===== src/rtl/ds3oh_pkg.sv =====
package ds3oh_pkg;

  // Multiframe geometry
  localparam int SF_COUNT  = 7;
  localparam int BLK_COUNT = 8;
  localparam int BLK_LEN   = 85;
  localparam int SF_W      = $clog2(SF_COUNT);
  localparam int BLK_W     = $clog2(BLK_COUNT);
  localparam int BI_W      = $clog2(BLK_LEN);

  typedef logic [SF_W-1:0]  sf_t;
  typedef logic [BLK_W-1:0] blk_t;

  // Parity slots: P1/C31..C33 in subframe 2 (even blocks), P2 in subframe 3 block 0
  function automatic logic is_par_slot(sf_t sf, blk_t blk);
    return (sf == sf_t'(2) && !blk[0]) || (sf == sf_t'(3) && blk == '0);
  endfunction

  // C13: subframe 0, third C bit
  function automatic logic is_feac_slot(sf_t sf, blk_t blk);
    return sf == '0 && blk == blk_t'(6);
  endfunction

  // C51..C53: subframe 4, C-bit blocks
  function automatic logic is_dl_slot(sf_t sf, blk_t blk);
    return sf == sf_t'(4) && blk != '0 && !blk[0];
  endfunction

  // Running even parity
  function automatic logic parity_fold(logic acc, logic take, logic d);
    return acc ^ (take & d);
  endfunction

  // Overhead output value: parity slots become an error flag
  function automatic logic oh_value(logic par_slot, logic ready, logic rx, logic calc);
    return par_slot ? (ready & (rx ^ calc)) : rx;
  endfunction

endpackage


===== src/rtl/ds3oh_position.sv =====
module ds3oh_position #(
  parameter int SF_N  = ds3oh_pkg::SF_COUNT,
  parameter int BLK_N = ds3oh_pkg::BLK_COUNT,
  parameter int LEN   = ds3oh_pkg::BLK_LEN
) (
  input  logic                      clk,
  input  logic                      rst_n,
  input  logic                      bit_en,
  input  logic                      mf_mark,
  output logic                      cur_valid,
  output logic                      cur_oh,
  output logic [$clog2(SF_N)-1:0]   cur_sf,
  output logic [$clog2(BLK_N)-1:0]  cur_blk,
  output logic                      frame_last,
  output logic                      realign
);
  localparam int SW = $clog2(SF_N);
  localparam int BW = $clog2(BLK_N);
  localparam int IW = $clog2(LEN);
  localparam logic [SW-1:0] SF_LAST  = SW'(SF_N - 1);
  localparam logic [BW-1:0] BLK_LAST = BW'(BLK_N - 1);
  localparam logic [IW-1:0] BI_LAST  = IW'(LEN - 1);

  logic [SW-1:0] sf_q;
  logic [BW-1:0] blk_q;
  logic [IW-1:0] bi_q, cur_bi;
  logic          locked_q, at_zero;

  assign at_zero    = (sf_q == '0) && (blk_q == '0) && (bi_q == '0);
  assign cur_sf     = mf_mark ? '0 : sf_q;
  assign cur_blk    = mf_mark ? '0 : blk_q;
  assign cur_bi     = mf_mark ? '0 : bi_q;
  assign cur_valid  = bit_en && (mf_mark || locked_q);
  assign cur_oh     = (cur_bi == '0);
  assign realign    = bit_en && mf_mark && locked_q && !at_zero;
  assign frame_last = (cur_sf == SF_LAST) && (cur_blk == BLK_LAST) && (cur_bi == BI_LAST);

  always_ff @(posedge clk) begin
    if (!rst_n) begin
      sf_q     <= '0;
      blk_q    <= '0;
      bi_q     <= '0;
      locked_q <= 1'b0;
    end else if (cur_valid) begin
      locked_q <= 1'b1;
      if (cur_bi != BI_LAST) begin
        sf_q  <= cur_sf;
        blk_q <= cur_blk;
        bi_q  <= cur_bi + 1'b1;
      end else begin
        bi_q <= '0;
        if (cur_blk != BLK_LAST) begin
          sf_q  <= cur_sf;
          blk_q <= cur_blk + 1'b1;
        end else begin
          blk_q <= '0;
          sf_q  <= (cur_sf == SF_LAST) ? '0 : cur_sf + 1'b1;
        end
      end
    end
  end
endmodule


===== src/rtl/ds3oh_parity.sv =====
module ds3oh_parity (
  input  logic clk,
  input  logic rst_n,
  input  logic bit_valid,
  input  logic is_payload,
  input  logic data,
  input  logic frame_last,
  input  logic restart,
  output logic par_prev,
  output logic par_ready
);
  import ds3oh_pkg::*;

  logic acc_q;

  always_ff @(posedge clk) begin
    if (!rst_n) begin
      acc_q     <= 1'b0;
      par_prev  <= 1'b0;
      par_ready <= 1'b0;
    end else if (restart) begin
      acc_q     <= 1'b0;
      par_ready <= 1'b0;
    end else if (bit_valid) begin
      if (frame_last) begin
        par_prev  <= parity_fold(acc_q, is_payload, data);
        par_ready <= 1'b1;
        acc_q     <= 1'b0;
      end else begin
        acc_q <= parity_fold(acc_q, is_payload, data);
      end
    end
  end
endmodule


===== src/rtl/ds3_cbit_oh_extract.sv =====
module ds3_cbit_oh_extract #(
  parameter int SUBFRAMES = ds3oh_pkg::SF_COUNT,
  parameter int BLOCKS    = ds3oh_pkg::BLK_COUNT,
  parameter int BLOCK_LEN = ds3oh_pkg::BLK_LEN
) (
  input  logic clk,
  input  logic rst_n,
  input  logic rx_en,
  input  logic rx_data,
  input  logic rx_mfstart,
  output logic oh_data,
  output logic oh_stb,
  output logic oh_sof,
  output logic feac_data,
  output logic feac_stb,
  output logic dl_data,
  output logic dl_stb
);
  import ds3oh_pkg::*;

  localparam int SW = $clog2(SUBFRAMES);
  localparam int BW = $clog2(BLOCKS);

  // Named internal events
  logic          cur_valid, cur_oh, frame_last, realign;
  logic [SW-1:0] cur_sf;
  logic [BW-1:0] cur_blk;
  logic          take_oh, par_slot, feac_slot, dl_slot;
  logic          par_prev, par_ready;

  ds3oh_position #(.SF_N(SUBFRAMES), .BLK_N(BLOCKS), .LEN(BLOCK_LEN)) u_pos (
    .clk        (clk),
    .rst_n      (rst_n),
    .bit_en     (rx_en),
    .mf_mark    (rx_mfstart),
    .cur_valid  (cur_valid),
    .cur_oh     (cur_oh),
    .cur_sf     (cur_sf),
    .cur_blk    (cur_blk),
    .frame_last (frame_last),
    .realign    (realign)
  );

  ds3oh_parity u_par (
    .clk        (clk),
    .rst_n      (rst_n),
    .bit_valid  (cur_valid),
    .is_payload (!cur_oh),
    .data       (rx_data),
    .frame_last (frame_last),
    .restart    (realign),
    .par_prev   (par_prev),
    .par_ready  (par_ready)
  );

  assign take_oh   = cur_valid && cur_oh;
  assign par_slot  = take_oh && is_par_slot(cur_sf, cur_blk);
  assign feac_slot = take_oh && is_feac_slot(cur_sf, cur_blk);
  assign dl_slot   = take_oh && is_dl_slot(cur_sf, cur_blk);

  always_ff @(posedge clk) begin
    if (!rst_n) begin
      oh_data   <= 1'b0;
      oh_stb    <= 1'b0;
      oh_sof    <= 1'b0;
      feac_data <= 1'b0;
      feac_stb  <= 1'b0;
      dl_data   <= 1'b0;
      dl_stb    <= 1'b0;
    end else begin
      oh_stb    <= take_oh;
      oh_sof    <= take_oh && cur_sf == '0 && cur_blk == '0;
      oh_data   <= take_oh && oh_value(par_slot, par_ready, rx_data, par_prev);
      feac_stb  <= feac_slot;
      feac_data <= feac_slot && rx_data;
      dl_stb    <= dl_slot;
      dl_data   <= dl_slot && rx_data;
    end
  end
endmodule


===== config.mk =====
export PLATFORM = sky130hd
export DESIGN_NAME = ds3_cbit_oh_extract
export DESIGN_NICKNAME = d
export VERILOG_FILES = /design/src/rtl/ds3oh_pkg.sv /design/src/rtl/ds3oh_position.sv /design/src/rtl/ds3oh_parity.sv /design/src/rtl/ds3_cbit_oh_extract.sv
export SDC_FILE = /design/constraint.sdc
export NUM_CORES = 1
export LEC_CHECK = 0
export ABC_AREA = 1
export CORE_UTILIZATION = 30
export DETAILED_ROUTE_END_ITERATION = 12
export DONT_BUFFER_PORTS = 1
export PLACE_DENSITY_LB_ADDON = 0.12
export REMOVE_ABC_BUFFERS = 1
export SLEW_MARGIN = 10
export SYNTH_ARGS = -nofsm -noshare
export SYNTH_HDL_FRONTEND = slang
export SYNTH_SLANG_ARGS = --single-unit

===== constraint.sdc =====
create_clock -name clk -period 3 [get_ports clk]
set_clock_uncertainty 0.2 [all_clocks]
set_input_delay 0.6 -clock clk [delete_from_list [all_inputs] [get_ports clk]]
set_output_delay 0.6 -clock clk [all_outputs]
set_load 0.01 [all_outputs]

==> run summary, run 1 <==
# fillers: 539
fraction of final layout cells sized beyond drive strength 1: 11.7%
final cycle utilization of the critical path: 59.8%
Inserted Diodes: 0
GRT overflow: 0
most instantiated cells after synthesis: 53 x nand2_1, 36 x nor2_1, 29 x inv_1
biggest area consumer among synthesized cells: dfxtp_1
Placer Congestion: 0.778
NumNets Final: 235
Post-Synthesis Cells: 221
area fraction of the dominant cell type after synthesis: 32.4%
Worst Tran Pin Value: 0.532 ns
via density per instance: 4.37
Flop pwr share: 48.3%
CTS H-Tree Depth: 1
Critical Path RT: 3.01 ns
Site Rows: 25
Cell Count, Final, Fillers Out: 289
Final Max Slew Viols: 0
Starting DRT DRC Count: 78
Std-Cell Core Area: 0.00475 mm^2
Sink Count: 24
Final ANT Viol Nets: 0
CTS Buffer Depth: 2
unrepaired setup endpoints after global routing: false
CP peak stage delay: 0.38 ns
Worst-path clk slew: 0.10 ns
vias in the first global route: 1,162
CTS resizes: 0
top-count cell post-synth: nand2_1
Clock power frac: 43.4%
DPL Wire Length: 2.54 mm
drt pass-1 iters: 4
DR vias: 1,264
outcome: finished, final reports clean
Hold Vio Cnt, Final: 0
pwr dens: 427 mW/mm^2
crit-path leading delay family: simple AND/OR/NAND/NOR gates
Sequential Area: 480 um^2
worst skew pair latency: 0.28 ns
post-CTS setup buffer count: 0
fmax: 557 MHz
dpl cells: 285
die area: 0.00523 mm^2
register bit total from synthesis: 24
static leakage: 0.670 nW
Setup CP Type: reg -> reg
Synth Warn #: 0
area delta synth->final: 8.26%
Die Y-Extent: 72.3 um
setup tns final: 0 ns
ys async rst share: 0%
critical path capture point type: register
CTS root buffer: clkbuf_8
starting density of the core: 31.2%
relative slew slack: 64.5%
# setup viols final: 0
total track usage: 14.2%
Seq/Total Area, Yosys: 32.4%
final WL: 3.40 mm
sw frac: 24.0%
Num CTS Buffers: 3
Mapped Area: 0.00148 mm^2
critical path peak fanout: 5
DRC: 0
CP Buf/Inv Count: 3
largest net degree at the start of global routing: 17
crit path DAT: 1.80 ns
Main synth FF type: dfxtp_1
Peak VDD IR: 176 uV
crit-path cells: inv_1, nor2_1, inv_1, ha_1, nand3_1, nor2_4, nand2_2, nand2_1, inv_2, nand3_1, a21oi_1
footprint of the multi-input gates: 835 um^2
syn avg cell area: 6.71 um^2
CP startpoint kind: register
cell internal pwr: 522 uW
Combinational Power Share: 8.3%
port bufs: 0
CTS tree: done
initial antenna violation count: 0
synth top area cells: dfxtp_1 32%, nand2_1 13%, nor2_1 9.1%
Synth cell types: 27
WL/cell: 11.8 um
CP max-delay cell: dfxtp_1
worst hold path type: in -> reg
Die Width: 72.3 um
Hold Buf Count CTS: 0
first-pass GRT wire length: 5.69 mm
io pins: 12
Max Cap Viol: 0
min Tclk post-route: 1.79 ns
Psw: 165 uW
number of enable flip-flop cells after synthesis: 0
## cell usage in the layout, fill, tap and decap left out, types with 2 or more instances in the layout
cell type  Yosys  routed
nand2_1       53      53
nor2_1        36      36
inv_1         29      29
dfxtp_1       24      24
nand3_1       20      20
a21oi_1       15      15
ha_1           7       7
nand2_2        6       6
o21ai_0        4       4
inv_2          3       3
nor3_2         3       3
clkbuf_8       0       3
nor3_1         2       2
nor2_4         2       2
nor2_2         2       2
nand4_1        2       2
xor2_1         2       2
## power groups by stage
stage | combinational (mW) | clock, mW | sequential, mW
4_1_cts | 0.0580 | 0.308 | 0.332
6_report | 0.0572 | 0.298 | 0.332
3_3_place_gp | 0.0586 | 0 | 0.339
5_1_grt | 0.0655 | 0.316 | 0.333
2_1_floorplan | 0.0434 | 0 | 0.338
3_5_place_dp | 0.0577 | 0 | 0.339
## registers in the layout, summed over array words and instances (netlist names)
register	cells
u_pos.bi_q	7
u_pos.blk_q	3
u_pos.sf_q	3
dl_data	1
dl_stb	1
feac_data	1
feac_stb	1
oh_data	1
oh_sof	1
oh_stb	1
u_par.acc_q	1
u_par.par_prev	1
u_par.par_ready	1
u_pos.locked_q	1
## layer usage
| layer | track usage (%) | share of wire [%] |
|---|---|---|
| met3 | 2.08 | 2.6 |
| met1 | 21.3 | 55 |
| met5 | 0 | 0 |
| met4 | 5.23 | 1.1 |
| met2 | 20.1 | 42 |
## through the flow
step	util [%]	hold slack (ns)	worst slack, ns	power (mW)	area (um^2)
2_1_floorplan	-	0.241	1.16	0.382	1440
3_3_place_gp	32.3	0.280	0.976	0.398	1540
3_5_place_dp	32.3	0.281	0.989	0.397	1540
4_1_cts	33.8	0.227	1.19	0.698	1610
5_1_grt	33.8	0.239	1.01	0.714	1610
6_report	33.8	0.235	1.21	0.687	1610
## final timing paths
check | start | endpoint | slack [ns] | cells past startpoint
setup / recovery | u_pos.bi_q[1] | u_pos.bi_q[6] | 1.21 | 11
hold / removal | rst_n | u_par.par_ready | 0.24 | 2
setup reg to reg | u_pos.bi_q[1] | u_pos.bi_q[6] | 1.21 | 11
hold reg to reg | u_pos.blk_q[1] | u_pos.blk_q[1] | 0.30 | 2
## cell type report
class                      instances  share of cell area [%]
clock inverter                     1                    1.87
multi-input combinational        160                    51.9
sequential                        24                    29.9
timing repair buffer               1                   0.467
inverter                          33                    8.02
tap                               67                    5.22
clock buffer                       3                    2.57
## cell families after synthesis
kind of cell    Yosys count  share of synthesized area [%]
xor+xnor                  3                           1.77
fa+ha+maj                 7                           5.90
compound gates           21                           7.84
flops                    24                           32.4
buf+inv                  37                           11.4
simple gates            129                           40.7
No activity file was read; power rests on OpenSTA's default activity.
==> inputs of run 2 (changes only) <==
- clock period: 3 -> 1.5 ns (I/O delays scaled with it)
==> run summary, run 2 (synthesis gave the netlist of run 1 again) <==
outcome: finished with violations
violated checks: negative setup slack
worst skew pair latency: 0.28 ns
DRC: 0
Hold Vio Cnt, Final: 0
Die Y-Extent: 72.3 um
DPL Wire Length: 2.69 mm
Inserted Diodes: 0
Peak VDD IR: 456 uV
Cell Count, Final, Fillers Out: 322
worst setup margin: -0.165 ns
biggest registers after layout: u_pos.bi_q: 7 flops, u_pos.blk_q: 3 flops, u_pos.sf_q: 3 flops
crit-path leading delay family: simple AND/OR/NAND/NOR gates
dpl cells: 316
CP startpoint kind: register
Max Cap Viol: 0
flip-flop count of the largest register after layout: 7
min Tclk post-route: 1.67 ns
M1 GR Usage: 20.7%
Final Max Slew Viols: 0
unrepaired setup endpoints after global routing: true
Worst-path clk slew: 0.10 ns
pwr dens: 708 mW/mm^2
DR vias: 1,383
GRT overflow: 0
critical path capture point type: register
commonest non-fill, non-tap cell in the layout: nand2_1
Num CTS Buffers: 3
Site Rows: 25
Sink Count: 24
Combinational Power Share: 11.2%
worst hold path type: in -> reg
Flop pwr share: 46.6%
CTS H-Tree Depth: 1
busiest metal layer after global routing: met2
final cycle utilization of the critical path: 111%
Worst Tran Pin Value: 0.279 ns
initial antenna violation count: 0
Final ANT Viol Nets: 0
CTS tree: done
Starting DRT DRC Count: 46
static leakage: 0.874 nW
met3 Usage GRT: 2.22%
NumNets Final: 268
Psw: 354 uW
Setup CP Type: reg -> reg
crit path DAT: 1.64 ns
CTS root buffer: clkbuf_8
starting density of the core: 31.2%
first-pass GRT wire length: 5.97 mm
setup tns final: -1.74 ns
via density per instance: 4.30
Placer Congestion: 0.864
die area: 0.00523 mm^2
total track usage: 15.2%
sw frac: 24.9%
fraction of final layout cells sized beyond drive strength 1: 38.0%
vias in the first global route: 1,267
crit-path cells: inv_2, nor2_2, inv_1, ha_2, nand3_2, nor2_4, nand3_4, nor2_4, inv_1, nor2_1, nor2_1
WL/cell: 11.6 um
CTS Buffer Depth: 2
fmax: 601 MHz
drt pass-1 iters: 5
final WL: 3.74 mm
Core Util, Final: 42.3%
CP Buf/Inv Count: 3
relative slew slack: 81.4%
port bufs: 0
critical path peak fanout: 5
cell internal pwr: 1.07 mW
Reg with most FFs: u_pos.bi_q
area delta synth->final: 35.4%
# setup viols final: 21
most frequent cells in the layout: 46 x nand2_1, 33 x buf_4, 30 x nor2_1, 25 x inv_1, 20 x dfxtp_1
io pins: 12
Clock power frac: 42.2%
largest net degree at the start of global routing: 15
Critical Path RT: 1.48 ns
Die Width: 72.3 um
CP peak stage delay: 0.34 ns
M2 GR Usage: 23.2%
CP max-delay cell: dfxtp_2
Std-Cell Core Area: 0.00475 mm^2
[run 2: cell count changes in the layout (fill, tap and decap cells not counted), moves of 5 or more]
cell     change
buf_4       +32
a21oi_1      -8
a21oi_2      +8
nand2_1      -7
nor2_1       -6
nand2_4      +5
nand3_1      -5
nand3_2      +5
[run 2: what timing repair did]
item,CTS,global route
buffers inserted,0,1
hold buffers,1,0
endpoints found under the hold margin,4,0
resized for setup,15,34
gates cloned,0,0
endpoints found under the setup margin,21,22
pin swaps,6,16
[run 2: power groups by stage]
stage / registers (mW) / logic [mW] / clock network [mW]
finish: 0.663 / 0.159 / 0.600
global route: 0.666 / 0.175 / 0.636
CTS: 0.663 / 0.145 / 0.619
detailed placement: 0.677 / 0.135 / 0
global placement: 0.677 / 0.136 / 0
floorplan: 0.677 / 0.0868 / 0
[run 2: worst paths after layout]
path	start	to	slack (ns)	cells past startpoint
setup / recovery	u_pos.bi_q[1]	u_par.par_prev	-0.17	11
hold / removal	rx_data	feac_data	0.02	2
setup reg to reg	u_pos.bi_q[1]	u_par.par_prev	-0.17	11
hold reg to reg	u_par.par_ready	u_par.par_ready	0.29	2
[run 2: layout make-up]
type | count | area (um^2)
clock buffer | 3 | 41.3
clock inverter | 1 | 30.0
fill | 504 | 2750
inverter | 33 | 136
multi-input combinational | 160 | 975
sequential | 24 | 485
tap | 67 | 83.8
timing repair buffer | 34 | 258
[run 2: stage by stage]
stage               power (mW)  worst slack, ns  hold WS [ns]  cell area (um^2)
floorplan                0.763          -0.0918         0.226              1440
global placement         0.813           -0.198         0.230              1770
detailed placement       0.813           -0.203         0.233              1770
CTS                       1.43           -0.137       0.00426              1890
global route              1.48           -0.253        0.0137              2010
finish                    1.42           -0.165        0.0214              2010
[run 2: routing by layer]
metal / routed length (um) / up-vias
met2: 1660 / 13
met1: 1930 / 612
met3: 72 / 5
met4: 70 / 0
met5: 0 / -
li1: - / 753
==> inputs of run 3 (changes only) <==
- CTS_BUF_LIST: not set -> sky130_fd_sc_hd__clkbuf_16
==> run summary, run 3 (synthesis gave the netlist of run 1 again) <==
footprint of the multi-input gates: 986 um^2
Max Cap Viol: 0
final cycle utilization of the critical path: 110%
DRC: 0
Worst Tran Pin Value: 0.275 ns
worst hold path type: in -> reg
Sequential Area: 485 um^2
worst skew pair latency: 0.26 ns
total track usage: 15.1%
Site Rows: 25
relative slew slack: 81.7%
Final ANT Viol Nets: 0
hold wc startpoint: rx_mfstart
critical path capture point type: register
Reg with most FFs: u_pos.bi_q
critical path peak fanout: 5
crit path DAT: 1.61 ns
Setup CP Type: reg -> reg
DPL Wire Length: 2.69 mm
Num CTS Buffers: 3
flip-flop count of the largest register after layout: 7
port bufs: 0
outcome: finished with violations
via density per instance: 4.40
Critical Path RT: 1.46 ns
RR Startpoint: u_pos.bi_q[1]
starting density of the core: 31.2%
Core Util, Final: 43.2%
CTS root buffer: clkbuf_16
violated checks: negative setup slack
largest net degree at the start of global routing: 15
PnR Total Power: 1.61 mW
drt pass-1 iters: 4
CTS H-Tree Depth: 1
final WL: 3.78 mm
fmax: 606 MHz
CTS Buffer Depth: 2
Worst-path clk slew: 0.07 ns
die area: 0.00523 mm^2
worst setup margin: -0.151 ns
fin area: 0.00205 mm^2
# setup viols final: 21
GRT overflow: 0
DR vias: 1,416
area delta synth->final: 38.4%
Hold Vio Cnt, Final: 0
first-pass GRT wire length: 6.00 mm
Inserted Diodes: 0
static leakage: 0.892 nW
fraction of final layout cells sized beyond drive strength 1: 38.8%
DP Area: 0.00177 mm^2
min Tclk post-route: 1.65 ns
io pins: 12
Die Y-Extent: 72.3 um
vias in the first global route: 1,288
CTS tree: done
commonest non-fill, non-tap cell in the layout: nand2_1
initial antenna violation count: 0
Std-Cell Core Area: 0.00475 mm^2
Worst Setup SP: u_pos.bi_q[1]
biggest registers after layout: u_pos.bi_q: 7 flops, u_pos.blk_q: 3 flops, u_pos.sf_q: 3 flops
WL/cell: 11.7 um
NumNets Final: 268
unrepaired setup endpoints after global routing: true
Die Width: 72.3 um
Final Max Slew Viols: 0
pwr dens: 782 mW/mm^2
most frequent cells in the layout: 45 x nand2_1, 33 x buf_4, 30 x nor2_1, 26 x inv_1, 20 x dfxtp_1
CP startpoint kind: register
Placer Congestion: 0.864
reg2reg setup slack: -0.15 ns
Peak VDD IR: 380 uV
Starting DRT DRC Count: 62
Sink Count: 24
# fillers: 497
==> run 3: cell counts in the layout (fill, tap and decap cells not counted) <==
Identical to the previous run, type by type.
==> run 3: final timing paths <==
kind | end | cells past startpoint
setup reg to reg | u_par.par_prev | 11
hold / removal | u_pos.bi_q[6] | 3
hold reg to reg | u_par.par_ready | 2
setup / recovery | u_par.par_prev | 11
==> run 3: timing repair <==
item                                    4_1_cts  5_1_grt
gates resized for setup                      16       36
endpoints found under the setup margin       21       22
buffers inserted                              0        1
pin swaps                                     6       15
cloned                                        0        0
hold buffers                                  1        0
hold endpoints to repair                      4        0
==> run 3: power by group <==
group | total, mW | switching, mW | internal (mW)
Sequential | 0.663 | 0.0111 | 0.652
Combinational | 0.161 | 0.102 | 0.0592
Clock | 0.782 | 0.250 | 0.531
Total | 1.61 | 0.363 | 1.24
==> run 3: routing by layer <==
metal	track usage (%)	part of all wire, %
met1	20.6	51
met4	5.88	1.0
met2	23.8	46
met5	0	0
met3	2.22	1.9
==> run 3: metrics by stage <==
step                worst slack [ns]  cells  hold slack (ns)  TNS (ns)
floorplan                    -0.0918    217            0.226    -0.548
global placement              -0.198    316            0.230     -2.06
global route                  -0.241    322           0.0441     -3.53
finish                        -0.151    322           0.0372     -1.52
detailed placement            -0.203    316            0.233     -2.24
CTS                           -0.133    321           0.0322     -1.72
==> run 3: layout make-up <==
cell class	instances	share of cell area, %
clock inverter	1	1.46
timing repair buffer	34	12.5
clock buffer	3	3.65
tap	67	4.08
multi-input combinational	160	48.0
inverter	33	6.64
sequential	24	23.6
==> run 3: worst max-delay path, cell delays in order (launching register included) <==
cell and delay [ns]:
dfxtp_2 0.32, inv_2 0.04, nor2_2 0.03, inv_1 0.05
ha_2 0.19, nand3_2 0.08, nor2_4 0.15, nand3_4 0.14
nor2_4 0.17, inv_1 0.05, nor2_1 0.08, nor2_1 0.04
